$ cat config.mk
export PLATFORM = sky130hd
export DESIGN_NAME = tape_word_packer
export DESIGN_NICKNAME = d
export VERILOG_FILES = /design/src/rtl/twp_pkg.sv /design/src/rtl/twp_ctl.sv /design/src/rtl/twp_rd_pack.sv /design/src/rtl/twp_wr_unpack.sv /design/src/rtl/tape_word_packer.sv
export SDC_FILE = /design/constraint.sdc
export NUM_CORES = 1
export LEC_CHECK = 0
export ABC_AREA = 1
export BUFFER_PORTS_ARGS = -buffer_cell sky130_fd_sc_hd__buf_4
export CORE_AREA = 10 10 115 117
export DETAILED_ROUTE_END_ITERATION = 8
export DIE_AREA = 0 0 125 127
export PLACE_DENSITY = 0.74
export SETUP_SLACK_MARGIN = 0.3
export SYNTH_ARGS = -nofsm -noshare
export SYNTH_HDL_FRONTEND = slang
export SYNTH_SLANG_ARGS = --single-unit
$ cat constraint.sdc
create_clock -name clk -period 4.5 [get_ports clk]
set_clock_uncertainty 0.2 [all_clocks]
set_input_delay 0.9 -clock clk [delete_from_list [all_inputs] [get_ports clk]]
set_output_delay 0.9 -clock clk [all_outputs]
set_load 0.005 [all_outputs]
$ cat src/rtl/twp_pkg.sv
`timescale 1ns/1ps
package twp_pkg;
  localparam int FRM_W = 8;
  localparam int WRD_W = 16;

  // bit offset of position idx inside a word
  function automatic logic [3:0] slot_lsb(input logic core, input logic rev, input logic [1:0] idx);
    logic [3:0] fwd;
    fwd = core ? {idx, 2'b00} : {idx[0], 3'b000};
    return rev ? ((core ? 4'd12 : 4'd8) - fwd) : fwd;
  endfunction

  function automatic logic [1:0] last_slot(input logic core);
    return core ? 2'd3 : 2'd1;
  endfunction

  function automatic logic [FRM_W-1:0] frame_mask(input logic core);
    return core ? 8'h0F : 8'hFF;
  endfunction

  function automatic logic [31:0] xfer_of(input logic core, input logic [31:0] frames);
    return core ? ((frames + 32'd1) >> 1) : frames;
  endfunction
endpackage

$ cat src/rtl/twp_ctl.sv
`timescale 1ns/1ps
module twp_ctl import twp_pkg::*; #(
  parameter int CNT_W = 16
) (
  input  logic             clk,
  input  logic             rst_n,
  input  logic             start,
  input  logic             cfg_core,
  input  logic             cfg_rev,
  input  logic             cfg_write,
  input  logic [CNT_W-1:0] req_cnt,
  input  logic             step,
  input  logic             fin,
  output logic             active,
  output logic             mode_core,
  output logic             mode_rev,
  output logic             mode_wr,
  output logic             done,
  output logic             cnt_err,
  output logic [CNT_W-1:0] xfer_cnt
);
  logic [CNT_W-1:0] frames, req_q, end_count, end_xfer;
  logic launch;

  assign launch    = start && !active;
  assign end_count = frames + 1'b1;
  assign end_xfer  = CNT_W'(xfer_of(mode_core, 32'(end_count)));

  always_ff @(posedge clk) begin
    if (!rst_n) begin
      active <= 1'b0; mode_core <= 1'b0; mode_rev <= 1'b0; mode_wr <= 1'b0;
      done <= 1'b0; cnt_err <= 1'b0; xfer_cnt <= '0; frames <= '0; req_q <= '0;
    end else if (launch) begin
      active <= 1'b1; mode_core <= cfg_core; mode_rev <= cfg_rev; mode_wr <= cfg_write;
      req_q <= req_cnt; frames <= '0; done <= 1'b0; cnt_err <= 1'b0; xfer_cnt <= '0;
    end else if (active) begin
      if (step) frames <= end_count;
      if (fin) begin
        active   <= 1'b0;
        done     <= 1'b1;
        xfer_cnt <= end_xfer;
        cnt_err  <= !mode_wr && (req_q > end_xfer);
      end
    end
  end


  done_excl_chk: assert property (@(posedge clk) disable iff (!rst_n) !(active && done));

  mode_hold_chk: assert property (@(posedge clk) disable iff (!rst_n)
    (active && $past(active)) |-> ($stable(mode_core) && $stable(mode_rev) && $stable(mode_wr)));

  err_read_only_chk: assert property (@(posedge clk) disable iff (!rst_n) cnt_err |-> !mode_wr);
endmodule

$ cat src/rtl/twp_rd_pack.sv
`timescale 1ns/1ps
module twp_rd_pack import twp_pkg::*; (
  input  logic             clk,
  input  logic             rst_n,
  input  logic             en,
  input  logic             core,
  input  logic             rev,
  input  logic             fi_valid,
  input  logic [FRM_W-1:0] fi_data,
  input  logic             fi_last,
  output logic             fi_ready,
  output logic             wo_valid,
  output logic [WRD_W-1:0] wo_data,
  output logic             wo_last,
  input  logic             wo_ready,
  output logic             step,
  output logic             fin
);
  logic [1:0]       idx;
  logic [WRD_W-1:0] acc, merged;
  logic             take, close;

  assign fi_ready = en && !wo_valid;
  assign take     = fi_valid && fi_ready;
  assign merged   = acc | (WRD_W'(fi_data & frame_mask(core)) << slot_lsb(core, rev, idx));
  assign close    = take && (fi_last || idx == last_slot(core));
  assign step     = take;
  assign fin      = take && fi_last;

  always_ff @(posedge clk) begin
    if (!rst_n) begin
      idx <= '0; acc <= '0; wo_valid <= 1'b0; wo_data <= '0; wo_last <= 1'b0;
    end else begin
      if (wo_valid && wo_ready) wo_valid <= 1'b0;
      if (close) begin
        wo_data  <= merged;
        wo_last  <= fi_last;
        wo_valid <= 1'b1;
        acc      <= '0;
        idx      <= '0;
      end else if (take) begin
        acc <= merged;
        idx <= idx + 2'd1;
      end
    end
  end


  wo_hold_chk: assert property (@(posedge clk) disable iff (!rst_n)
    (wo_valid && !wo_ready) |=> (wo_valid && $stable(wo_data) && $stable(wo_last)));
endmodule

$ cat src/rtl/twp_wr_unpack.sv
`timescale 1ns/1ps
module twp_wr_unpack import twp_pkg::*; (
  input  logic             clk,
  input  logic             rst_n,
  input  logic             en,
  input  logic             core,
  input  logic             rev,
  input  logic             wi_valid,
  input  logic [WRD_W-1:0] wi_data,
  input  logic             wi_last,
  output logic             wi_ready,
  output logic             fo_valid,
  output logic [FRM_W-1:0] fo_data,
  output logic             fo_last,
  input  logic             fo_ready,
  output logic             step,
  output logic             fin
);
  logic [WRD_W-1:0] hold;
  logic             hold_last, busy_q, emit, at_end;
  logic [1:0]       idx;

  assign wi_ready = en && !busy_q;
  assign fo_valid = busy_q;
  assign fo_data  = FRM_W'(hold >> slot_lsb(core, rev, idx)) & frame_mask(core);
  assign at_end   = (idx == last_slot(core));
  assign fo_last  = hold_last && at_end;
  assign emit     = busy_q && fo_ready;
  assign step     = emit;
  assign fin      = emit && fo_last;

  always_ff @(posedge clk) begin
    if (!rst_n) begin
      hold <= '0; hold_last <= 1'b0; busy_q <= 1'b0; idx <= '0;
    end else if (wi_valid && wi_ready) begin
      hold <= wi_data; hold_last <= wi_last; busy_q <= 1'b1; idx <= '0;
    end else if (emit) begin
      if (at_end) busy_q <= 1'b0;
      else        idx <= idx + 2'd1;
    end
  end


  fo_hold_chk: assert property (@(posedge clk) disable iff (!rst_n)
    (fo_valid && !fo_ready) |=> (fo_valid && $stable(fo_data) && $stable(fo_last)));

  nibble_clean_chk: assert property (@(posedge clk) disable iff (!rst_n)
    (fo_valid && core) |-> (fo_data[7:4] == 4'h0));
endmodule

$ cat src/rtl/tape_word_packer.sv
`timescale 1ns/1ps
module tape_word_packer import twp_pkg::*; #(
  parameter int CNT_W = 16
) (
  input  logic             clk,
  input  logic             rst_n,
  input  logic             start,
  input  logic             cfg_core,
  input  logic             cfg_rev,
  input  logic             cfg_write,
  input  logic [CNT_W-1:0] req_cnt,
  input  logic             rd_frm_valid,
  output logic             rd_frm_ready,
  input  logic [7:0]       rd_frm_data,
  input  logic             rd_frm_last,
  output logic             rd_wrd_valid,
  input  logic             rd_wrd_ready,
  output logic [15:0]      rd_wrd_data,
  output logic             rd_wrd_last,
  input  logic             wr_wrd_valid,
  output logic             wr_wrd_ready,
  input  logic [15:0]      wr_wrd_data,
  input  logic             wr_wrd_last,
  output logic             wr_frm_valid,
  input  logic             wr_frm_ready,
  output logic [7:0]       wr_frm_data,
  output logic             wr_frm_last,
  output logic             busy,
  output logic             rec_done,
  output logic [CNT_W-1:0] xfer_cnt,
  output logic             cnt_err
);
  logic active, m_core, m_rev, m_wr;
  logic rd_step, rd_fin, wr_step, wr_fin;

  twp_ctl #(.CNT_W(CNT_W)) u_ctl (
    .clk(clk), .rst_n(rst_n), .start(start),
    .cfg_core(cfg_core), .cfg_rev(cfg_rev), .cfg_write(cfg_write), .req_cnt(req_cnt),
    .step(rd_step || wr_step), .fin(rd_fin || wr_fin),
    .active(active), .mode_core(m_core), .mode_rev(m_rev), .mode_wr(m_wr),
    .done(rec_done), .cnt_err(cnt_err), .xfer_cnt(xfer_cnt));

  twp_rd_pack u_rd (
    .clk(clk), .rst_n(rst_n), .en(active && !m_wr), .core(m_core), .rev(m_rev),
    .fi_valid(rd_frm_valid), .fi_data(rd_frm_data), .fi_last(rd_frm_last),
    .fi_ready(rd_frm_ready),
    .wo_valid(rd_wrd_valid), .wo_data(rd_wrd_data), .wo_last(rd_wrd_last),
    .wo_ready(rd_wrd_ready), .step(rd_step), .fin(rd_fin));

  twp_wr_unpack u_wr (
    .clk(clk), .rst_n(rst_n), .en(active && m_wr), .core(m_core), .rev(m_rev),
    .wi_valid(wr_wrd_valid), .wi_data(wr_wrd_data), .wi_last(wr_wrd_last),
    .wi_ready(wr_wrd_ready),
    .fo_valid(wr_frm_valid), .fo_data(wr_frm_data), .fo_last(wr_frm_last),
    .fo_ready(wr_frm_ready), .step(wr_step), .fin(wr_fin));

  assign busy = active;
endmodule

After elaboration in Yosys (flattened, before gate mapping)
Cells that the tools add are included.
{"block": "totals", "regBits": 110, "input_bits": 52, "word_cells": 81, "out_inout_bits": 49}
{"block": "classes", "bitwise": 5, "shift": 2, "magnitude_cmp": 1, "n_addsub": 6, "muxes": 16, "n_reduce_logical": 31, "eq_ne": 2}
{"op": "16-bit by 1-bit adder with 17-bit output (second input constant)", "count": 1}
{"op": "16-bit by 1-bit adder with 16-bit output (second input constant)", "count": 1}
{"op": "8-bit bitwise AND", "count": 2}
{"op": "16-bit > comparator", "count": 1}
{"op": "16-bit 2-to-1 mux", "count": 1}
{"op": "4-bit 2-to-1 mux", "count": 4}
{"op": "16-bit OR", "count": 1}
{"op": "16-bit by 4-bit left shift with 16-bit output", "count": 1}
{"op": "16-bit by 4-bit right shift with 8-bit output", "count": 1}
{"op": "1-bit logical AND", "count": 14}
{"op": "1-bit 2-to-1 mux", "count": 8}
{"op": "8-bit 2-to-1 mux", "count": 1}
{"op": "2-bit AND reduction", "count": 4}
{"op": "4-bit subtractor", "count": 2}
{"op": "2-bit nonzero test", "count": 3}
{"op": "2-bit OR reduction", "count": 3}
{"op": "2-bit by 1-bit adder with 2-bit output (second input constant)", "count": 2}
{"op": "2-bit equality test", "count": 2}
{"op": "1-bit logical NOT", "count": 4}
{"op": "1-bit logical OR", "count": 3}
{"op": "3-bit 2-to-1 mux", "count": 1}
{"op": "2-bit 2-to-1 mux", "count": 1}
{"op": "1-bit inverter", "count": 2}

Logic depth before layout (Yosys ltp)
{"block": "depth", "ltp_word": 9, "depth_mapped": 21, "mapped_depth_nobuf": 21}

Cells and area by module
A second synthesis with hierarchy kept.
{"block": "hier_totals", "cells_unflattened": 941, "hier_area_um2": 6246.0}
{"module": "twp_ctl", "n_inst": 1, "seq_area_each_um2": 1081.0, "cells_per_inst": 496, "area_per_inst_um2": 3290.7}
{"module": "twp_rd_pack", "n_inst": 1, "seq_area_each_um2": 720.7, "cells_per_inst": 274, "area_per_inst_um2": 1809.2}
{"module": "twp_wr_unpack", "n_inst": 1, "seq_area_each_um2": 400.4, "cells_per_inst": 161, "area_per_inst_um2": 1106.1}
{"module": "tape_word_packer", "n_inst": 1, "seq_area_each_um2": 0.0, "cells_per_inst": 10, "area_per_inst_um2": 40.0}

Worst setup path before layout
OpenSTA, ideal clock, no wires.
{"block": "synth_timing", "kind": "register to register", "from": "register u_ctl.frames[0]", "to": "register u_ctl.cnt_err", "arrival_time_ns": 2.615, "required_ns": 4.229, "n_path_buf": 0, "setup_slack_ns": 1.615, "synth_period_minus_slack_ns": 2.885, "setup_time_ns": 0.071, "path_stages_with_launch": 21, "cell_sequence": "dfxtp_1 > inv_2 > ha_1 > inv_1 > nand2_1 > nor2_1 > nand2_1 > nor2_1 > nand2_2 > nor2_4 > nand3_2 > nand2_1 > nand3_1 > and2_1 > ha_1 > nand4_1 > inv_1 > nand4_1 > o21ai_0 > o2111ai_1 > a21oi_1"}
{"block": "synth_between", "elab_chain_len": 5}
{"element": "start, declared", "line": "twp_ctl.sv:22", "text": "logic [CNT_W-1:0] frames, req_q, end_count, end_xfer;"}
{"element": "start signal, assigned", "line": "twp_ctl.sv:37", "text": "if (step) frames <= end_count;"}
{"element": "16-bit by 1-bit adder with 16-bit output (*)", "line": "twp_ctl.sv:26", "text": "assign end_count = frames + 1'b1;"}
{"element": "net u_ctl.end_count[0]", "line": "twp_ctl.sv:22"}
{"element": "16-bit by 1-bit adder with 17-bit output", "line": "twp_pkg.sv:22", "text": "return core ? ((frames + 32'd1) >> 1) : frames;"}
{"element": "16-bit 2-to-1 mux (*)", "line": "twp_pkg.sv:22"}
{"element": "16-bit > comparator (*)", "line": "twp_ctl.sv:42", "text": "cnt_err <= !mode_wr && (req_q > end_xfer);"}
{"element": "1-bit logical AND (*)", "line": "twp_ctl.sv:42"}
{"element": "end signal, assigned", "line": "twp_ctl.sv:42"}
{"element": "end, declared", "line": "twp_ctl.sv:19", "text": "output logic cnt_err,"}
The timed path passes the listed nets; every way through them passes the cells marked *.
A chain may end at the register's enable or synchronous reset.

Worst setup path after layout
{"block": "layout_timing", "from": "register u_ctl.mode_core", "to": "output port wr_frm_data[7]"}
{"block": "layout_between", "elab_chain_len": 5, "word_cells_on_any_way": 7, "cone_classes": "add/sub (1); shift (1); mux (4); bitwise (1)"}
{"element": "start, declared", "line": "twp_ctl.sv:15", "text": "output logic mode_core,"}
{"element": "start signal, assigned", "line": "twp_ctl.sv:31", "text": "active <= 1'b0; mode_core <= 1'b0; mode_rev <= 1'b0; mode_wr <= 1'b0;"}
{"element": "start signal, assigned", "line": "twp_ctl.sv:34", "text": "active <= 1'b1; mode_core <= cfg_core; mode_rev <= cfg_rev; mode_wr <= cfg_write;"}
{"element": "3-bit 2-to-1 mux / 4-bit 2-to-1 mux (equally long branches)", "line": "twp_pkg.sv:10, twp_pkg.sv:9"}
{"element": "4-bit subtractor", "line": "twp_pkg.sv:10", "text": "return rev ? ((core ? 4'd12 : 4'd8) - fwd) : fwd;"}
{"element": "4-bit 2-to-1 mux", "line": "twp_pkg.sv:10"}
{"element": "16-bit by 4-bit right shift with 8-bit output", "line": "twp_wr_unpack.sv:25", "text": "assign fo_data = FRM_W'(hold >> slot_lsb(core, rev, idx)) & frame_mask(core);"}
{"element": "8-bit bitwise AND (*)", "line": "twp_wr_unpack.sv:25"}
{"element": "end, declared", "line": "tape_word_packer.sv:26", "text": "output logic [7:0] wr_frm_data,"}
Every way passes the cells marked *; elsewhere a longest branch is shown, timed or not.

==> results.ini <==
[synthesis]
synth.distinct_cells = 43
syn_inst = 807
synth_ff_type = dfxtp_1
syn_avg_cell_area_sq_um = 6.95
synth.net_count = 877
synth_area_leaders = dfxtp_1, nand2_1, a21oi_1, nor2_1, o21ai_0
ys.warnings.count = 0
synth_area_leader_cell = dfxtp_1
mappedNetlistArea_sq_um = 5610
synth.yosys.seq_area_share = 0.392
ys_seq_elements = 110
synthArstFlopShare = 0
synth_edf_count = 0
synth_top_area_share = 0.392

[place]
place_congestion = 0.894
hpwl_microns = 11000
portBuffers = 100
dp.cells = 1024

[finish]
num_antenna_cells = 0
final-instance-count-excl-fill = 1040
syn2layout_area_growth_pct = 20.4
drive_above_1_share = 0.175
fill_cells = 1078
finalNetCount = 962

[clock_tree]
cts_resized = 0
path_clk_slew_ns = 0.08
cts_hold_buf = 0
cts_tree = done
max-clock-path-buffers = 2
ctsHtreeMaxLevel = 3
clock_sinks = 110
clock_latency_ns = 0.36
cts_setup_buffers = 0
root_buffer = clkbuf_16
numCtsBuffers = 9

[critical_path]
worstSetupPathType = flop to primary output
reg2reg_from = u_ctl.frames[1]$_SDFFE_PP0P_
start_kind = flop
cp.arrival_ns = 2.47
end_kind = primary output
crit_path_end = wr_frm_data[7]
required_ns = 3.40
critPathMaxFanout = 16
timing.critical_path.from = u_ctl.mode_core$_SDFFE_PN0P_
r2r-end = u_ctl.cnt_err$_SDFFE_PP0P_
reg2reg_slack_ns = 1.27
r2r_cells = 16

[power]
seqPwrFrac = 0.475
p_switching_mw = 0.600
p_per_area_nw_per_um2 = 323
ir_worst_vdd_uv = 240
swShare = 0.275
clockPowerShare = 0.388
internal_power_mw = 1.58
p_comb_frac = 0.138
leakagePower_nw = 2.92

[timing]
setup-tns-final_ns = 0
hold_viol = 0
worstMarginPinSlew_ns = 0.854
post-route-period-util = 0.792
slew_violations = 0
min_period_ns = 3.57
slew_headroom = 0.431
setup_viol = 0
max_freq_mhz = 280
rsz0062_at_grt = false

[route]
vias_per_cell = 5.28
drc = 0
postRouteAntennaNets = 0
drt_wl_total_microns = 14800
firstDrtPassIters = 7
wire_per_inst_microns = 14.3
initialDrtViolationCount = 401
vias = 5493

[floorplanning]
die-area_sq_um = 15900
row_count = 39
initial_utilization = 0.504
core_area_sq_um = 11100
die-width_microns = 125
num_io_pins = 101
die_h_microns = 127

[job]
cap_violations = 0

[hold_path]
hold_class = flop to flop

[grt]
grt_pass1_vias = 5235
grt.total_usage = 0.182
grt_pass1_wl_microns = 24800
overflow = 0
antenna_found_initial = 0
grt_start_max_net_pins = 45

[outcome]
status = completed

==> sequential cells by signal (all words and copies together), names as in the netlist, 2 cells and up <==
register	count
u_ctl.xfer_cnt	16
u_rd.acc	16
u_wr.idx	2
u_ctl.req_q	16
u_wr.hold	16
u_ctl.frames	16
u_rd.wo_data	16
u_rd.idx	2
==> final cells by class <==
cell class	count	area, sq um	area share
inverter	90	338	0.0500
clock buffer	9	225	0.0333
timing repair buffer	105	788	0.117
multi-input combinational	576	2930	0.433
clock inverter	7	100	0.0148
sequential	110	2200	0.326
tap	143	179	0.0265
==> synthesized netlist by cell type, types with 2 or more instances <==
master	n
buf_4	2
nor2_4	3
nand4_1	12
o22ai_1	2
o211ai_1	9
clkinv_1	4
nor3_1	20
or2_1	2
nand3_1	28
inv_1	78
nor2_2	9
inv_2	8
nor3_2	2
nand2_1	150
xnor2_1	4
o21ai_0	77
buf_2	11
and2_1	2
a22oi_1	3
nand2_2	5
nor2_1	103
clkbuf_1	16
o21ai_2	3
dfxtp_1	110
nand3b_1	2
a31oi_1	9
a21oi_1	90
xor2_1	2
nand2_4	2
ha_1	18
o21ai_1	9
==> layer usage <==
metal	wire length (microns)	track usage
met5	0	0
met4	272	0.0610
met3	1040	0.0484
met2	6390	0.279
met1	7140	0.243
==> how the worst min path moves through the flow <==
stage                                        to  slack [ns]                   startpoint  depth (start not counted)
floorplan           u_ctl.req_q[0]$_SDFFE_PN0P_        0.23  u_ctl.req_q[0]$_SDFFE_PN0P_                          2
global placement      u_wr.hold[0]$_SDFFE_PN0P_        0.26    u_wr.hold[0]$_SDFFE_PN0P_                          2
detailed placement    u_wr.hold[7]$_SDFFE_PN0P_        0.26    u_wr.hold[7]$_SDFFE_PN0P_                          2
CTS                   u_wr.hold[7]$_SDFFE_PN0P_        0.27    u_wr.hold[7]$_SDFFE_PN0P_                          2
global route         u_wr.hold[12]$_SDFFE_PN0P_        0.30   u_wr.hold[12]$_SDFFE_PN0P_                          2
finish                u_wr.hold[7]$_SDFFE_PN0P_        0.27    u_wr.hold[7]$_SDFFE_PN0P_                          2
==> cell families after synthesis <==
group	Yosys count	share of synthesized area
compound gates	208	0.199
xor+xnor	7	0.0143
fa+ha+maj	18	0.0401
buf+inv	121	0.0861
flops	110	0.392
simple gates	343	0.268
==> per-stage QoR <==
stage	total power, mW	hold slack, ns	worst slack (ns)	utilization	area (sq um)
after floorplan	1.24	0.235	1.61	-	5610
after global placement	1.35	0.256	1.36	0.578	6430
after detailed placement	1.35	0.262	1.35	0.578	6430
after CTS	2.20	0.273	0.966	0.608	6760
after global routing	2.28	0.297	0.756	0.608	6760
final	2.18	0.271	0.934	0.608	6760
==> power by group through the flow <==
stage | Clock [mW] | Combinational (mW) | Sequential, mW
after floorplan | 0 | 0.192 | 1.05
after global placement | 0 | 0.295 | 1.06
after detailed placement | 0 | 0.297 | 1.06
after CTS | 0.862 | 0.300 | 1.04
after global routing | 0.897 | 0.342 | 1.04
final | 0.846 | 0.300 | 1.04
==> critical path: stages (launching register included) <==
cell      delay (ns)
dfxtp_1         0.63
nand3_1         0.13
nand2_1         0.37
clkinv_1        0.35
a21oi_1         0.23
o21ai_1         0.08
a21oi_1         0.17
buf_4           0.14
==> cells in the final DEF (no fill, tap or decap), drive strengths merged, types with 12 or more instances in the layout <==
| cell type | count |
|---|---|
| nand3 | 29 |
| ha | 18 |
| nand4 | 12 |
| nand2 | 157 |
| dfxtp | 110 |
| buf | 105 |
| nor2 | 116 |
| o21ai | 89 |
| inv | 89 |
| nor3 | 22 |
| a21oi | 91 |
Note: power is estimated with default switching activity, not from simulation.
